[src/rtl/mbs_pkg.sv]
package mbs_pkg;

  typedef enum logic [2:0] {
    PH_IDLE = 3'd0,
    PH_T1   = 3'd1,
    PH_T2   = 3'd2,
    PH_T3   = 3'd3,
    PH_TW   = 3'd4,
    PH_T4   = 3'd5
  } phase_e;

  localparam logic [2:0] KIND_ACK    = 3'b000;
  localparam logic [2:0] KIND_IORD   = 3'b001;
  localparam logic [2:0] KIND_IOWR   = 3'b010;
  localparam logic [2:0] KIND_HALT   = 3'b011;
  localparam logic [2:0] KIND_CODE   = 3'b100;
  localparam logic [2:0] KIND_MEMRD  = 3'b101;
  localparam logic [2:0] KIND_MEMWR  = 3'b110;
  localparam logic [2:0] STS_PASSIVE = 3'b111;

  function automatic logic kind_writes(input logic [2:0] k);
    return (k == KIND_IOWR) || (k == KIND_MEMWR);
  endfunction

  function automatic logic kind_rd_strobe(input logic [2:0] k);
    return (k == KIND_IORD) || (k == KIND_CODE) || (k == KIND_MEMRD);
  endfunction

  function automatic logic kind_receives(input logic [2:0] k);
    return kind_rd_strobe(k) || (k == KIND_ACK);
  endfunction

  function automatic logic kind_is_mem(input logic [2:0] k);
    return k[2];
  endfunction

  function automatic logic kind_is_halt(input logic [2:0] k);
    return k == KIND_HALT;
  endfunction

endpackage

[src/rtl/mbs_rst_sync.sv]
module mbs_rst_sync #(
  parameter int STAGES = 2
) (
  input  logic clk,
  input  logic arst_n,
  output logic rst_n
);
  logic [STAGES-1:0] sh_q;

  always_ff @(posedge clk or negedge arst_n) begin
    if (!arst_n) sh_q <= '0;
    else         sh_q <= {sh_q[STAGES-2:0], 1'b1};
  end

  assign rst_n = sh_q[STAGES-1];
endmodule

[src/rtl/mbs_phase_fsm.sv]
module mbs_phase_fsm
  import mbs_pkg::*;
(
  input  logic   clk,
  input  logic   rst_n,
  input  logic   req_valid,
  input  logic   ready,
  output phase_e phase_q,
  output phase_e phase_n
);

  always_comb begin
    phase_n = phase_q;
    case (phase_q)
      PH_IDLE: if (req_valid) phase_n = PH_T1;
      PH_T1:   phase_n = PH_T2;
      PH_T2:   phase_n = PH_T3;
      PH_T3:   phase_n = ready ? PH_T4 : PH_TW;
      PH_TW:   phase_n = ready ? PH_T4 : PH_TW;
      PH_T4:   phase_n = req_valid ? PH_T1 : PH_IDLE;
      default: phase_n = PH_IDLE;
    endcase
  end

  always_ff @(posedge clk or negedge rst_n) begin
    if (!rst_n) phase_q <= PH_IDLE;
    else        phase_q <= phase_n;
  end

  // T1 is always followed by T2
  a_r3_t1_then_t2: assert property (@(posedge clk) disable iff (!rst_n)
    (phase_q == PH_T1) |=> (phase_q == PH_T2));

  // a low READY late in the cycle adds a wait state
  a_r7_wait_insert: assert property (@(posedge clk) disable iff (!rst_n)
    ((phase_q == PH_T3 || phase_q == PH_TW) && !ready) |=> (phase_q == PH_TW));

  // a high READY late in the cycle moves to T4
  a_r7_wait_exit: assert property (@(posedge clk) disable iff (!rst_n)
    ((phase_q == PH_T3 || phase_q == PH_TW) && ready) |=> (phase_q == PH_T4));

endmodule

[src/rtl/mbs_req_hold.sv]
module mbs_req_hold
  import mbs_pkg::*;
#(
  parameter int DW = 16
) (
  input  logic          clk,
  input  logic          rst_n,
  input  phase_e        phase_q,
  input  phase_e        phase_n,
  input  logic          ready,
  input  logic [2:0]    req_kind,
  input  logic [DW-1:0] req_wdata,
  input  logic [DW-1:0] ad_i,
  output logic [2:0]    cur_kind,
  output logic [DW-1:0] cur_wdata,
  output logic [DW-1:0] rdata
);
  logic load_en;
  logic cap_en;

  assign load_en = (phase_n == PH_T1);
  assign cap_en  = (phase_q == PH_T3 || phase_q == PH_TW) && ready
                   && kind_receives(cur_kind);

  always_ff @(posedge clk or negedge rst_n) begin
    if (!rst_n) begin
      cur_kind  <= STS_PASSIVE;
      cur_wdata <= '0;
    end else if (load_en) begin
      cur_kind  <= req_kind;
      cur_wdata <= req_wdata;
    end
  end

  always_ff @(posedge clk or negedge rst_n) begin
    if (!rst_n)      rdata <= '0;
    else if (cap_en) rdata <= ad_i;
  end

  // the sampled word stays put through T4 and after
  a_r10_rdata_hold: assert property (@(posedge clk) disable iff (!rst_n)
    (phase_q == PH_T4) |=> $stable(rdata));

endmodule

[src/rtl/mbs_pin_drive.sv]
module mbs_pin_drive
  import mbs_pkg::*;
#(
  parameter int AW = 20,
  parameter int DW = 16,
  localparam int HW = AW - DW
) (
  input  logic          clk,
  input  logic          rst_n,
  input  phase_e        phase_q,
  input  phase_e        phase_n,
  input  logic          req_valid,
  input  logic [2:0]    req_kind,
  input  logic [AW-1:0] req_addr,
  input  logic [2:0]    cur_kind,
  input  logic [DW-1:0] cur_wdata,
  output logic          ale_q,
  output logic          ad_oe_q,
  output logic [DW-1:0] ad_q,
  output logic [HW-1:0] a_hi_q,
  output logic          m_io_q,
  output logic          dt_r_q,
  output logic          rd_n_q,
  output logic          wr_n_q,
  output logic          den_n_q,
  output logic [2:0]    sts_q,
  output logic          done_q,
  output logic          acc_q
);
  logic [2:0]    k_n;
  logic          in_t1, in_data, in_strobe, in_cycle, wr_k;
  logic          ale_d, oe_d, mio_d, dtr_d, rdn_d, wrn_d, denn_d, done_d, acc_d;
  logic [DW-1:0] ad_d;
  logic [HW-1:0] ahi_d;
  logic [2:0]    sts_d;

  always_comb begin
    in_t1     = (phase_n == PH_T1);
    in_strobe = (phase_n == PH_T2) || (phase_n == PH_T3) || (phase_n == PH_TW);
    in_data   = in_strobe || (phase_n == PH_T4);
    in_cycle  = (phase_n != PH_IDLE);
    k_n       = in_t1 ? req_kind : cur_kind;
    wr_k      = kind_writes(k_n);

    ale_d  = in_t1;
    oe_d   = in_t1 || (in_data && wr_k);
    if (in_t1)             ad_d = req_addr[DW-1:0];
    else if (in_data && wr_k) ad_d = cur_wdata;
    else                   ad_d = '0;
    ahi_d  = (in_t1 && kind_is_mem(k_n)) ? req_addr[AW-1:DW] : '0;
    mio_d  = in_cycle && kind_is_mem(k_n);
    dtr_d  = in_cycle && wr_k;
    rdn_d  = !(in_strobe && kind_rd_strobe(k_n));
    wrn_d  = !(in_strobe && wr_k);
    denn_d = !(in_data && !kind_is_halt(k_n));
    done_d = (phase_n == PH_T4);
    acc_d  = in_t1;

    case (phase_n)
      PH_T1:   sts_d = req_kind;
      PH_T2:   sts_d = cur_kind;
      PH_T4:   sts_d = req_valid ? req_kind : STS_PASSIVE;
      default: sts_d = STS_PASSIVE;
    endcase
  end

  always_ff @(posedge clk or negedge rst_n) begin
    if (!rst_n) begin
      ale_q   <= 1'b0;
      ad_oe_q <= 1'b0;
      ad_q    <= '0;
      a_hi_q  <= '0;
      m_io_q  <= 1'b0;
      dt_r_q  <= 1'b0;
      rd_n_q  <= 1'b1;
      wr_n_q  <= 1'b1;
      den_n_q <= 1'b1;
      sts_q   <= STS_PASSIVE;
      done_q  <= 1'b0;
      acc_q   <= 1'b0;
    end else begin
      ale_q   <= ale_d;
      ad_oe_q <= oe_d;
      ad_q    <= ad_d;
      a_hi_q  <= ahi_d;
      m_io_q  <= mio_d;
      dt_r_q  <= dtr_d;
      rd_n_q  <= rdn_d;
      wr_n_q  <= wrn_d;
      den_n_q <= denn_d;
      sts_q   <= sts_d;
      done_q  <= done_d;
      acc_q   <= acc_d;
    end
  end

  // read and write strobes never overlap
  a_r4_no_dual_strobe: assert property (@(posedge clk) disable iff (!rst_n)
    !(!rd_n_q && !wr_n_q));

  // status is passive in T3 and in wait states
  a_r8_passive_late: assert property (@(posedge clk) disable iff (!rst_n)
    (phase_q == PH_T3 || phase_q == PH_TW) |-> (sts_q == STS_PASSIVE));

  // an idle bus is quiet
  a_r1_idle_quiet: assert property (@(posedge clk) disable iff (!rst_n)
    (phase_q == PH_IDLE) |-> (!ale_q && !ad_oe_q && rd_n_q && wr_n_q && den_n_q));

  // the latch strobe lasts one clock
  a_r2_ale_single: assert property (@(posedge clk) disable iff (!rst_n)
    ale_q |=> !ale_q);

  // done lasts one clock
  a_r3_done_single: assert property (@(posedge clk) disable iff (!rst_n)
    done_q |=> !done_q);

endmodule

[src/rtl/mux_bus_seq.sv]
module mux_bus_seq
  import mbs_pkg::*;
#(
  parameter int AW          = 20,
  parameter int DW          = 16,
  parameter int SYNC_STAGES = 2,
  localparam int HW         = AW - DW
) (
  input  logic          clk,
  input  logic          rst_n,
  input  logic          req_valid,
  input  logic [2:0]    req_kind,
  input  logic [AW-1:0] req_addr,
  input  logic [DW-1:0] req_wdata,
  output logic          req_accept,
  input  logic          ready,
  input  logic [DW-1:0] ad_i,
  output logic [DW-1:0] ad_o,
  output logic          ad_oe,
  output logic [HW-1:0] a_hi_o,
  output logic          ale,
  output logic          m_io,
  output logic          dt_r,
  output logic          rd_n,
  output logic          wr_n,
  output logic          den_n,
  output logic [2:0]    sts,
  output logic          done,
  output logic [DW-1:0] rdata
);
  logic          srst_n;
  phase_e        phase_q, phase_n;
  logic [2:0]    cur_kind;
  logic [DW-1:0] cur_wdata;

  mbs_rst_sync #(.STAGES(SYNC_STAGES)) u_rst (
    .clk(clk), .arst_n(rst_n), .rst_n(srst_n)
  );

  mbs_phase_fsm u_fsm (
    .clk(clk), .rst_n(srst_n), .req_valid(req_valid), .ready(ready),
    .phase_q(phase_q), .phase_n(phase_n)
  );

  mbs_req_hold #(.DW(DW)) u_hold (
    .clk(clk), .rst_n(srst_n), .phase_q(phase_q), .phase_n(phase_n),
    .ready(ready), .req_kind(req_kind), .req_wdata(req_wdata), .ad_i(ad_i),
    .cur_kind(cur_kind), .cur_wdata(cur_wdata), .rdata(rdata)
  );

  mbs_pin_drive #(.AW(AW), .DW(DW)) u_pins (
    .clk(clk), .rst_n(srst_n), .phase_q(phase_q), .phase_n(phase_n),
    .req_valid(req_valid), .req_kind(req_kind), .req_addr(req_addr),
    .cur_kind(cur_kind), .cur_wdata(cur_wdata),
    .ale_q(ale), .ad_oe_q(ad_oe), .ad_q(ad_o), .a_hi_q(a_hi_o),
    .m_io_q(m_io), .dt_r_q(dt_r), .rd_n_q(rd_n), .wr_n_q(wr_n),
    .den_n_q(den_n), .sts_q(sts), .done_q(done), .acc_q(req_accept)
  );

endmodule

[config.mk]
export PLATFORM = sky130hd
export DESIGN_NAME = mux_bus_seq
export DESIGN_NICKNAME = d
export VERILOG_FILES = /design/src/rtl/mbs_pkg.sv /design/src/rtl/mbs_rst_sync.sv /design/src/rtl/mbs_phase_fsm.sv /design/src/rtl/mbs_req_hold.sv /design/src/rtl/mbs_pin_drive.sv /design/src/rtl/mux_bus_seq.sv
export SDC_FILE = /design/constraint.sdc
export NUM_CORES = 1
export LEC_CHECK = 0
export BUFFER_PORTS_ARGS = -buffer_cell sky130_fd_sc_hd__buf_2
export CORE_MARGIN = 2
export CORE_UTILIZATION = 52
export CTS_CLUSTER_DIAMETER = 30
export CTS_CLUSTER_SIZE = 40
export DETAILED_ROUTE_END_ITERATION = 8
export GPL_TIMING_DRIVEN = 0
export PLACE_DENSITY_LB_ADDON = 0.3
export SKIP_LAST_GASP = 1
export SLEW_MARGIN = 20
export SYNTH_ARGS = -nofsm -noshare
export SYNTH_HDL_FRONTEND = slang
export SYNTH_SLANG_ARGS = --single-unit
[constraint.sdc]
create_clock -name clk -period 3.3 [get_ports clk]
set_input_delay 0.66 -clock clk [delete_from_list [all_inputs] [get_ports clk]]
set_output_delay 0.66 -clock clk [all_outputs]
set_load 0.1 [all_outputs]
Word-level counts from Yosys, hierarchy flattened
Index checks and enable logic that the tools add are counted.

storage, ports and cells
  bits of input ports = 59
  bits in registers = 71
  output and inout bits = 48
  word-level logic and storage cells = 73

cells by class
  equal/unequal tests = 19
  reductions and logical operators = 28
  muxes and demuxes = 10

operators by type and width
  operator                                                         count
  16-bit 2-to-1 mux                                                2
  3-bit == test, second input constant                             9
  3-bit by 2-bit == test with 1-bit output, second input constant  6
  3-bit one-hot mux with 5 select lines                            1
  3-bit by 1-bit == test with 1-bit output, second input constant  4
  1-bit logical OR                                                 11
  1-bit logical AND                                                9
  3-bit 2-to-1 mux                                                 3
  3-bit one-hot mux with 3 select lines                            1
  3-bit zero test                                                  2
  1-bit zero test                                                  4
  4-bit 2-to-1 mux                                                 1
  3-bit nonzero test                                               1
  1-bit 2-to-1 mux                                                 2
  2-bit OR reduction                                               1

Longest topological paths before layout
Gate-level depths: netlist (run 1).

  word-level depth = 10
  depth in mapped cells = 6
  depth with buffers taken out = 4

By module
From an unflattened synthesis (run 1), not the netlist that was laid out.

second synthesis, totals
  cell total of the unflattened synthesis = 250
  area total of the unflattened synthesis = 3,200.6 um^2

by module, submodules not included
  module         instances  area each (um^2)  seq. area each (um^2)  cells each
  mbs_req_hold   1          1,773.0           879.6                  143
  mbs_pin_drive  1          1,229.9           783.3                  89
  mbs_phase_fsm  1          143.9             75.1                   15
  mbs_rst_sync   1          53.8              50.0                   3

Worst setup path before layout (run 1)
No wires, ideal clock.

  path kind = reg-to-output
  start point = reg u_pins.ale_q (netlist name)
  end point = out req_accept
  required time = 2.640 ns
  cell stages (with the launch flop) = 2
  setup slack = 1.316 ns
  arrival time = 1.324 ns
  buffers on the path = 1
  cells stage by stage = dfrtp_1 buf_4

RTL lines
  what       line               text
  to (decl)  mux_bus_seq.sv:15  output logic req_accept,

Worst setup path in the final report (run 1)
  start point = reg u_fsm.phase_q[2]
  end point = reg u_hold.cur_wdata[1]

between the ends
  longest elaborated chain between the ends = 4
  elaborated cells between the ends (all ways) = 10
  classes of those cells = 6 x eq/ne; 2 x mux; 2 x reduce/logical

RTL lines
  what                                                                       line                 text
  from (decl)                                                                mbs_phase_fsm.sv:8   output phase_e phase_q,
  from (signal assigned)                                                     mbs_phase_fsm.sv:27  else phase_q <= phase_n;
  3-bit by 2-bit == test with 1-bit output or 3-bit == test (tied branches)  mbs_phase_fsm.sv:14  case (phase_q)
  2-bit OR reduction (no line)                                               --
  3-bit one-hot mux with 5 select lines (*)                                  mbs_phase_fsm.sv:14
  3-bit by 1-bit == test with 1-bit output (*)                               mbs_req_hold.sv:21   assign load_en = (phase_n == PH_T1);
  to (signal assigned)                                                       mbs_req_hold.sv:31   cur_wdata <= req_wdata;
  to (decl)                                                                  mbs_req_hold.sv:15   output logic [DW-1:0] cur_wdata,

Mark *: on every way between the ends. The rest lies on a longest branch, timed or not.
A chain may end at the register's enable or synchronous reset.

==> impl_metrics.yaml, run 1 <==
layout:
  final_core_util: 0.712
  multi_input_area_um2: 953
  seq_area_um2: 1790
  final_cell_mix: "buf_2 (111), dfrtp_1 (61), mux2_1 (18), a22o_1 (17), mux2_2 (15)"
  stdcell_count: 397
  area_growth_pct: 30.6
  nets: 381
  n_fill_cell: 397
  final_common_cell: "buf_2"
  drive_gt1_frac: 0.471
  insertedDiodeCount: 0
cts:
  cts_tree: "yes"
  clock-root-buffer: "clkbuf_8"
  cts.clk_slew.worst_paths_ns: 0.06
  cts_hold_buf: 0
  insertion_delay_ns: 0.33
  cts.sinks: 71
  cts_setup_buffers: 0
  cts_buffer_depth: 2
  cts-resized-gates: 0
  cts_made_buffers: 9
  ctsHtreeMaxLevel: 3
floorplanning:
  dieArea_um2: 6000
  core_um2: 5140
  rows: 26
  die_y_um: 77.4
  die_x_um: 77.4
  initial_core_util: 0.546
  ios: 107
sta:
  hold_violations: 0
  whs_ns: 0.110
  setup_viol: 0
  setup_tns_ns: 0
  maxSlewHeadroom: 0.616
  fin_skew_ns: 0.0105
  slew_viol_final: 0
  finalCritPeriodShare: 0.624
  tightest_slew_ns: 0.574
  fmax_ghz: 0.486
  rsz0062_at_grt: "no"
  period_needed_ns: 2.06
synthesis:
  avgSynthCellArea_um2: 13.7
  ys_types: 33
  synth_top_cells_by_area: "dfrtp_1 (55%), dfstp_2 (8.4%), mux2_1 (7.2%)"
  synth_top_area_share: 0.553
  ys_ff_latch: 71
  synth.area.mux_share: 0.147
  yosysSeqAreaShare: 0.638
  synth_top_family_by_area: "multiplexers"
  synth_nets: 263
  synthCells: 204
  yosysTopAreaCell: "dfrtp_1"
  yosys.area_share.simple: 0.0803
  ys_warn_count: 0
  synth_fa_ha_area_frac: 0
  synth_compound_area_frac: 0.105
  synth_xor_area_frac: 0.00625
  synth_area_um2: 2800
min_path:
  hold_path_class: "primary input to async pin"
critical_path:
  crit_path_start_kind: "flop"
  worstPathMaxFanout: 10
  critical_path.most_common_cell: "buf_2"
  cp_data_required_time_ns: 3.51
  path_class: "flop to flop"
  cp.arrival_ns: 2.27
  critPathMaxStageDelay_ns: 0.51
  cp_cell_sequence: "buf_2 -> nor2b_1 -> nor4b_4 -> buf_2 -> mux2_2"
  end_kind: "flop"
  cp_slowest_cell: "nor4b_4"
grt:
  grt_usage: 0.198
  grt_pass1_wl_um: 9140
  grt_max_degree: 49
  grt_pass1_vias: 2094
  grt_antenna_before_repair: 0
  overflow: 0
detailed_routing:
  maxUsedRoutingLayer: "met4"
  wl_met3_um: 449
  drt_first_pass_iters: 4
  num_vias: 1992
  route.detailed.drc: 0
  wirelength_um: 5550
  route.met2.wl_um: 2630
  drtAntennaViolNets: 0
  post_drt_via_cell_ratio: 5.02
  wl_met1_um: 2330
  drtIter0Drc: 56
  wire_per_inst_um: 14.0
place:
  dp_hpwl_um: 4120
  io_buffers: 106
  gp_congestion: 0.862
  dp_cells: 381
outcome:
  status: "completed"
flow_run:
  drv_cap: 0
==> cells in the mapped netlist <==
| master | count |
|---|---|
| o22a_1 | 1 |
| buf_2 | 5 |
| a211o_1 | 1 |
| buf_1 | 2 |
| clkbuf_1 | 4 |
| buf_4 | 1 |
| mux2i_1 | 4 |
| nand2b_1 | 6 |
| xor2_1 | 1 |
| o32ai_1 | 1 |
| dfrtp_1 | 62 |
| o22ai_1 | 3 |
| dfstp_2 | 9 |
| nor2_1 | 13 |
| a22o_1 | 17 |
| a21oi_1 | 8 |
| nor2b_1 | 5 |
| or2_2 | 1 |
| nand4bb_1 | 1 |
| nand4b_1 | 1 |
| nand2_1 | 5 |
| o21bai_1 | 1 |
| nand3b_1 | 1 |
| o21ai_0 | 3 |
| xnor2_1 | 1 |
| a21oi_2 | 1 |
| a21o_1 | 4 |
| conb_1 | 1 |
| nor4b_4 | 1 |
| mux2_1 | 18 |
| inv_1 | 2 |
| and3_1 | 5 |
| mux2_2 | 15 |
==> registers in the layout (all words and copies together), names as in the netlist <==
name and cells:
u_pins.den_n_q 1, u_pins.wr_n_q 1, u_hold.cur_wdata 16, u_hold.cur_kind 3, u_pins.done_q 1, u_pins.sts_q 3, u_pins.a_hi_q 4, u_hold.rdata 16
u_pins.ale_q 1, u_pins.m_io_q 1, u_pins.ad_q 16, u_fsm.phase_q 3, u_rst.sh_q 2, u_pins.ad_oe_q 1, u_pins.rd_n_q 1, u_pins.dt_r_q 1
==> cells by family (layout without fill, tap and decap cells) <==
logic type,after synthesis,count (layout)
buffers and inverters,14,137
muxes,37,37
xor gates and xnor gates,2,2
DFF,71,71
AOI/OAI and AO/OA,40,40
other,1,1
and+or+nand+nor,39,39
==> path summary, 6_finish.rpt <==
path / from / endpoint / slack, ns / cells past startpoint
worst max-delay path: u_fsm.phase_q[2] / u_hold.cur_wdata[1] / 1.24 / 5
worst min-delay path: rst_n / u_rst.sh_q[1] / 0.11 / 1
worst max register to register: u_fsm.phase_q[2] / u_hold.cur_wdata[1] / 1.24 / 5
worst min register to register: u_rst.sh_q[1] / u_hold.rdata[6] / 0.22 / 0
max in group asynchronous: u_rst.sh_q[1] / u_hold.cur_kind[0] / 2.51 / 1
min in group clk: u_rst.sh_q[0] / u_rst.sh_q[1] / 0.35 / 0
==> worst max-delay path, delay by kind of cell (launching register included) <==
kind / cells / cell delay [ns]
AND/OR/NAND/NOR: 2 / 0.68
multiplexers: 1 / 0.36
flip-flops: 1 / 0.37
buffers and inverters: 2 / 0.54
==> metal layers <==
| layer | vias up | track usage |
|---|---|---|
| met5 | - | 0 |
| met4 | 0 | 0.111 |
| met3 | 13 | 0.0640 |
| met2 | 90 | 0.315 |
| met1 | 929 | 0.237 |
| li1 | 960 | - |
==> stage by stage <==
stage / worst slack [ns] / cell area, um2
2_1_floorplan: 1.19 / 2800
3_3_place_gp: 0.511 / 3420
3_5_place_dp: 1.10 / 3450
4_1_cts: 1.21 / 3660
5_1_grt: 1.04 / 3660
6_report: 1.24 / 3660
==> layout make-up <==
type                    count  area share
multi-input cells         119       0.260
inverters                   2     0.00205
clock inverters             4      0.0198
clock buffers              12      0.0369
well taps                  70      0.0239
plain buffers              12      0.0150
repair buffers            107       0.152
flip-flops and latches     71       0.489
Power of run 1 is left out: the tool's default activity adds up to more than one toggle a clock period on the data nets, which glitch-free logic cannot reach.
==> run 2: changes to the inputs <==
Settings changed: CORE_UTILIZATION 52 to 48.
Clock period 3.3 ns to 2.05 ns, I/O delays scaled along.
==> run 2 against run 1 <==
Effect of this change: sequential share of layout area about the same; final cell count up 1.3%; maximum frequency up 6.2%; clock skew down 0.0022 ns; via count up 0.75%; routed wire length up 6.4%; largest cell class unchanged.
==> impl_metrics.yaml, run 2 (same netlist as run 1, synthesis figures left out) <==
sta:
  finalCritPeriodShare: 0.946
  setup_viol: 0
  period_needed_ns: 1.94
  hold_violations: 0
  fin_skew_ns: 0.00837
  slew_viol_final: 0
  fmax_ghz: 0.516
  worst_slack_ns: 0.111
  setup_tns_ns: 0
  rsz0062_at_grt: "no"
detailed_routing:
  route.met2.wl_um: 2860
  route.detailed.drc: 0
  drt_first_pass_iters: 4
  wl_met3_um: 442
  drtIter0Drc: 63
  post_drt_via_cell_ratio: 4.99
  wire_per_inst_um: 14.7
  maxUsedRoutingLayer: "met4"
  wl_met1_um: 2520
  num_vias: 2007
  wirelength_um: 5900
  drtAntennaViolNets: 0
cts:
  cts_made_buffers: 9
  ctsHtreeMaxLevel: 3
  cts_buffer_depth: 2
  cts_tree: "yes"
  insertion_delay_ns: 0.34
  clock-root-buffer: "clkbuf_8"
  cts.clk_slew.worst_paths_ns: 0.07
  cts.sinks: 71
place:
  dp_hpwl_um: 4360
  pre_cts_ws_ns: -0.00247
  io_buffers: 106
  gp_congestion: 0.853
  dp_cells: 383
  dpl_cell_area_um2: 3460
floorplanning:
  ios: 107
  initial_core_util: 0.503
  dieArea_um2: 6470
  core_um2: 5570
  die_x_um: 80.4
  die_y_um: 80.4
  rows: 27
critical_path:
  r2r-start: "u_fsm.phase_q[2]"
  reg2reg_depth: 5
  end_kind: "flop"
  cp.arrival_ns: 2.16
  cp_data_required_time_ns: 2.27
  worstPathMaxFanout: 10
  crit_path_start_kind: "flop"
  path_class: "flop to flop"
  rrSetupSlack_ns: 0.11
  worstReg2RegEnd: "u_hold.rdata[6]"
outcome:
  status: "completed"
grt:
  grt_pass1_wl_um: 9170
  grt_pass1_vias: 1994
  grt_max_degree: 49
  overflow: 0
  grt_antenna_before_repair: 0
  grt_usage: 0.194
layout:
  design_area_um2: 3660
  nets: 384
  final_common_cell: "buf_2"
  insertedDiodeCount: 0
  final_cell_mix: "buf_2 (111), dfrtp_1 (61), mux2_1 (18), a22o_1 (17), mux2_2 (15)"
  top_regs: "u_hold.cur_wdata (16), u_hold.rdata (16), u_pins.ad_q (16)"
  stdcell_count: 402
  drive_gt1_frac: 0.482
  area_growth_pct: 30.5
flow_run:
  drv_cap: 0
min_path:
  hold_path_class: "flop to async pin"
-- run 2: stage by stage --
stage	util	hold WS, ns
after floorplan	-	0.114
after global placement	0.615	0.201
after detailed placement	0.620	0.201
after CTS	0.655	0.219
after global routing	0.657	0.242
final	0.657	0.212
-- run 2: how the worst max path moves through the flow --
stage	cells past startpoint	slack, ns	to	from
floorplan	5	0.25	u_hold.cur_wdata[1]	u_fsm.phase_q[2]
global placement	5	0.05	u_hold.cur_wdata[9]	u_fsm.phase_q[2]
detailed placement	5	-0.002	u_hold.cur_wdata[1]	u_fsm.phase_q[2]
CTS	5	0.02	u_hold.rdata[6]	u_fsm.phase_q[2]
global route	5	0.02	u_hold.rdata[6]	u_fsm.phase_q[2]
finish	5	0.11	u_hold.rdata[6]	u_fsm.phase_q[2]
-- run 2: timing repair --
action | 4_1_cts | 5_1_grt
buffers inserted | 2 | 0
gates cloned | 0 | 0
hold buffers | 1 | 0
gates resized for setup | 1 | 2
endpoints found under the setup margin | 17 | 15
endpoints found under the hold margin | 2 | 0
-- run 2: worst max-delay path, cell delays in order, from the launching register on --
cell and delay (ns):
dfrtp_1 0.39, buf_2 0.18, nand4b_1 0.28, a21oi_4 0.30, buf_2 0.29, mux2_2 0.37
-- run 2: per-layer routing --
metal / vias up / track usage
li1: 963 / -
met1: 960 / 0.231
met2: 76 / 0.318
met3: 8 / 0.0697
met4: 0 / 0.0797
met5: - / 0
-- run 2: area by class of cell --
| type | instances | area (um2) |
|---|---|---|
| Buffer | 12 | 56.3 |
| Multi-Input combinational cell | 119 | 963 |
| Timing Repair Buffer | 110 | 583 |
| Clock inverter | 4 | 22.5 |
| Sequential cell | 71 | 1790 |
| Inverter | 2 | 7.51 |
| Clock buffer | 12 | 145 |
| Fill cell | 435 | 1910 |
| Tap cell | 72 | 90.1 |
Power of run 2 is left out for the same reason.
==> run 3: changes to the inputs <==
Settings changed: BUFFER_PORTS_ARGS -buffer_cell sky130_fd_sc_hd__buf_2 to -buffer_cell sky130_fd_sc_hd__buf_4.
==> run 3 against run 2 <==
Effect of this change: first-iteration DRC count up 87%; via count rose by 2.8%; clock-buffer cell count is 2 lower; global-route usage rose by 1.9 points.
==> impl_metrics.yaml, run 3 (same netlist as run 1, synthesis figures left out) <==
outcome:
  status: "completed"
layout:
  drive_gt1_frac: 0.486
  area_growth_pct: 41.6
  final_common_cell: "buf_4"
  nets: 385
  n_fill_cell: 402
  multi_input_area_um2: 963
  insertedDiodeCount: 0
  seq_area_um2: 1790
  stdcell_count: 403
  final_cell_mix: "buf_4 (110), dfrtp_1 (61), mux2_1 (18), a22o_1 (17), mux2_2 (15)"
  top_regs: "u_hold.cur_wdata (16), u_hold.rdata (16), u_pins.ad_q (16)"
grt:
  grt_max_degree: 44
  grt_pass1_wl_um: 10100
  grt_antenna_before_repair: 0
  grt_usage: 0.212
  overflow: 0
  grt_pass1_vias: 2104
critical_path:
  critPathMaxStageDelay_ns: 0.37
  crit_path_start_kind: "flop"
  cp.arrival_ns: 2.15
  end_kind: "flop"
  r2r-start: "u_fsm.phase_q[1]"
  cp_slowest_cell: "mux2_2"
  cp_cell_sequence: "buf_2 -> nand4bb_1 -> a21oi_4 -> buf_2 -> mux2_2"
  crit_end: "u_hold.rdata[10]"
  cp_data_required_time_ns: 2.27
  cp-startpoint: "u_fsm.phase_q[1]"
  crit_cells: 5
  crit_family: "buffers and inverters"
  critical_path.most_common_cell: "buf_2"
  path_class: "flop to flop"
  rrSetupSlack_ns: 0.11
  reg2reg_depth: 5
  worstReg2RegEnd: "u_hold.rdata[10]"
  critPathBufInv: 2
  worstPathMaxFanout: 10
sta:
  fin_skew_ns: 0.0101
  hold_violations: 0
  fmax_ghz: 0.517
  period_needed_ns: 1.94
  worst_slack_ns: 0.115
  slew_viol_final: 0
  setup_viol: 0
  rsz0062_at_grt: "no"
  finalCritPeriodShare: 0.944
cts:
  cts_tree: "yes"
  cts.sinks: 71
  clock-root-buffer: "clkbuf_8"
  ctsHtreeMaxLevel: 3
  cts_buffer_depth: 2
  insertion_delay_ns: 0.34
  cts.clk_slew.worst_paths_ns: 0.08
  cts_made_buffers: 9
place:
  gp_congestion: 0.872
  io_buffers: 106
  pre_cts_ws_ns: -0.0825
  dp_hpwl_um: 4620
  dp_cells: 383
detailed_routing:
  drtAntennaViolNets: 0
  num_vias: 2063
  route.detailed.drc: 0
  post_drt_via_cell_ratio: 5.12
  wire_per_inst_um: 16.1
  drtIter0Drc: 118
  drt_first_pass_iters: 4
  wirelength_um: 6500
floorplanning:
  die_x_um: 80.4
  initial_core_util: 0.503
  dieArea_um2: 6470
  die_y_um: 80.4
  core_um2: 5570
  ios: 107
  rows: 27
flow_run:
  drv_cap: 0
min_path:
  hold_path_class: "flop to async pin"
## run 3: worst min-delay path by stage
stage / startpoint / endpoint / slack [ns] / cells after the start
after detailed placement: rst_n / u_rst.sh_q[1] / 0.19 / 1
after global routing: u_rst.sh_q[1] / u_pins.ad_q[13] / 0.28 / 0
after global placement: rst_n / u_rst.sh_q[0] / 0.19 / 1
after floorplan: rst_n / u_rst.sh_q[0] / 0.11 / 0
after CTS: u_rst.sh_q[1] / u_pins.ad_q[13] / 0.26 / 0
final: u_rst.sh_q[1] / u_pins.ad_q[14] / 0.24 / 0
## run 3: worst register-to-register path, cell delays in order, from the launching register on
cell and delay (ns):
dfrtp_1 0.36, buf_2 0.16, nand4bb_1 0.31, a21oi_4 0.32, buf_2 0.29, mux2_2 0.37
## run 3: cell type report
cell class / count / share of cell area
Sequential cell: 71 / 0.451
Multi-Input combinational cell: 119 / 0.243
Timing Repair Buffer: 111 / 0.214
Clock buffer: 10 / 0.0321
Tap cell: 72 / 0.0227
Clock inverter: 6 / 0.0217
Buffer: 12 / 0.0142
Inverter: 2 / 0.00189
## run 3: repair_timing
action / CTS / global route
hold buffers: 1 / 0
pin swaps: 0 / 1
setup endpoints to repair: 10 / 36
gates resized for setup: 1 / 2
buffers inserted: 0 / 3
hold endpoints to repair: 2 / 0
## run 3: through the flow
| stage | instance area (um2) | util | setup TNS (ns) | hold slack, ns |
|---|---|---|---|---|
| after floorplan | 2810 | - | 0 | 0.114 |
| after global placement | 3690 | 0.662 | 0 | 0.194 |
| after detailed placement | 3710 | 0.666 | -0.613 | 0.195 |
| after CTS | 3940 | 0.707 | 0 | 0.256 |
| after global routing | 3970 | 0.712 | 0 | 0.279 |
| final | 3970 | 0.712 | 0 | 0.244 |
## run 3: per-layer routing
metal  up-vias  track usage  routed length (um)
li1        963            -                   -
met1       998        0.248                2630
met2        88        0.358                3200
met3        14       0.0517                 499
met4         0        0.119                 176
met5         -            0                   0
Power of run 3 is left out for the same reason.
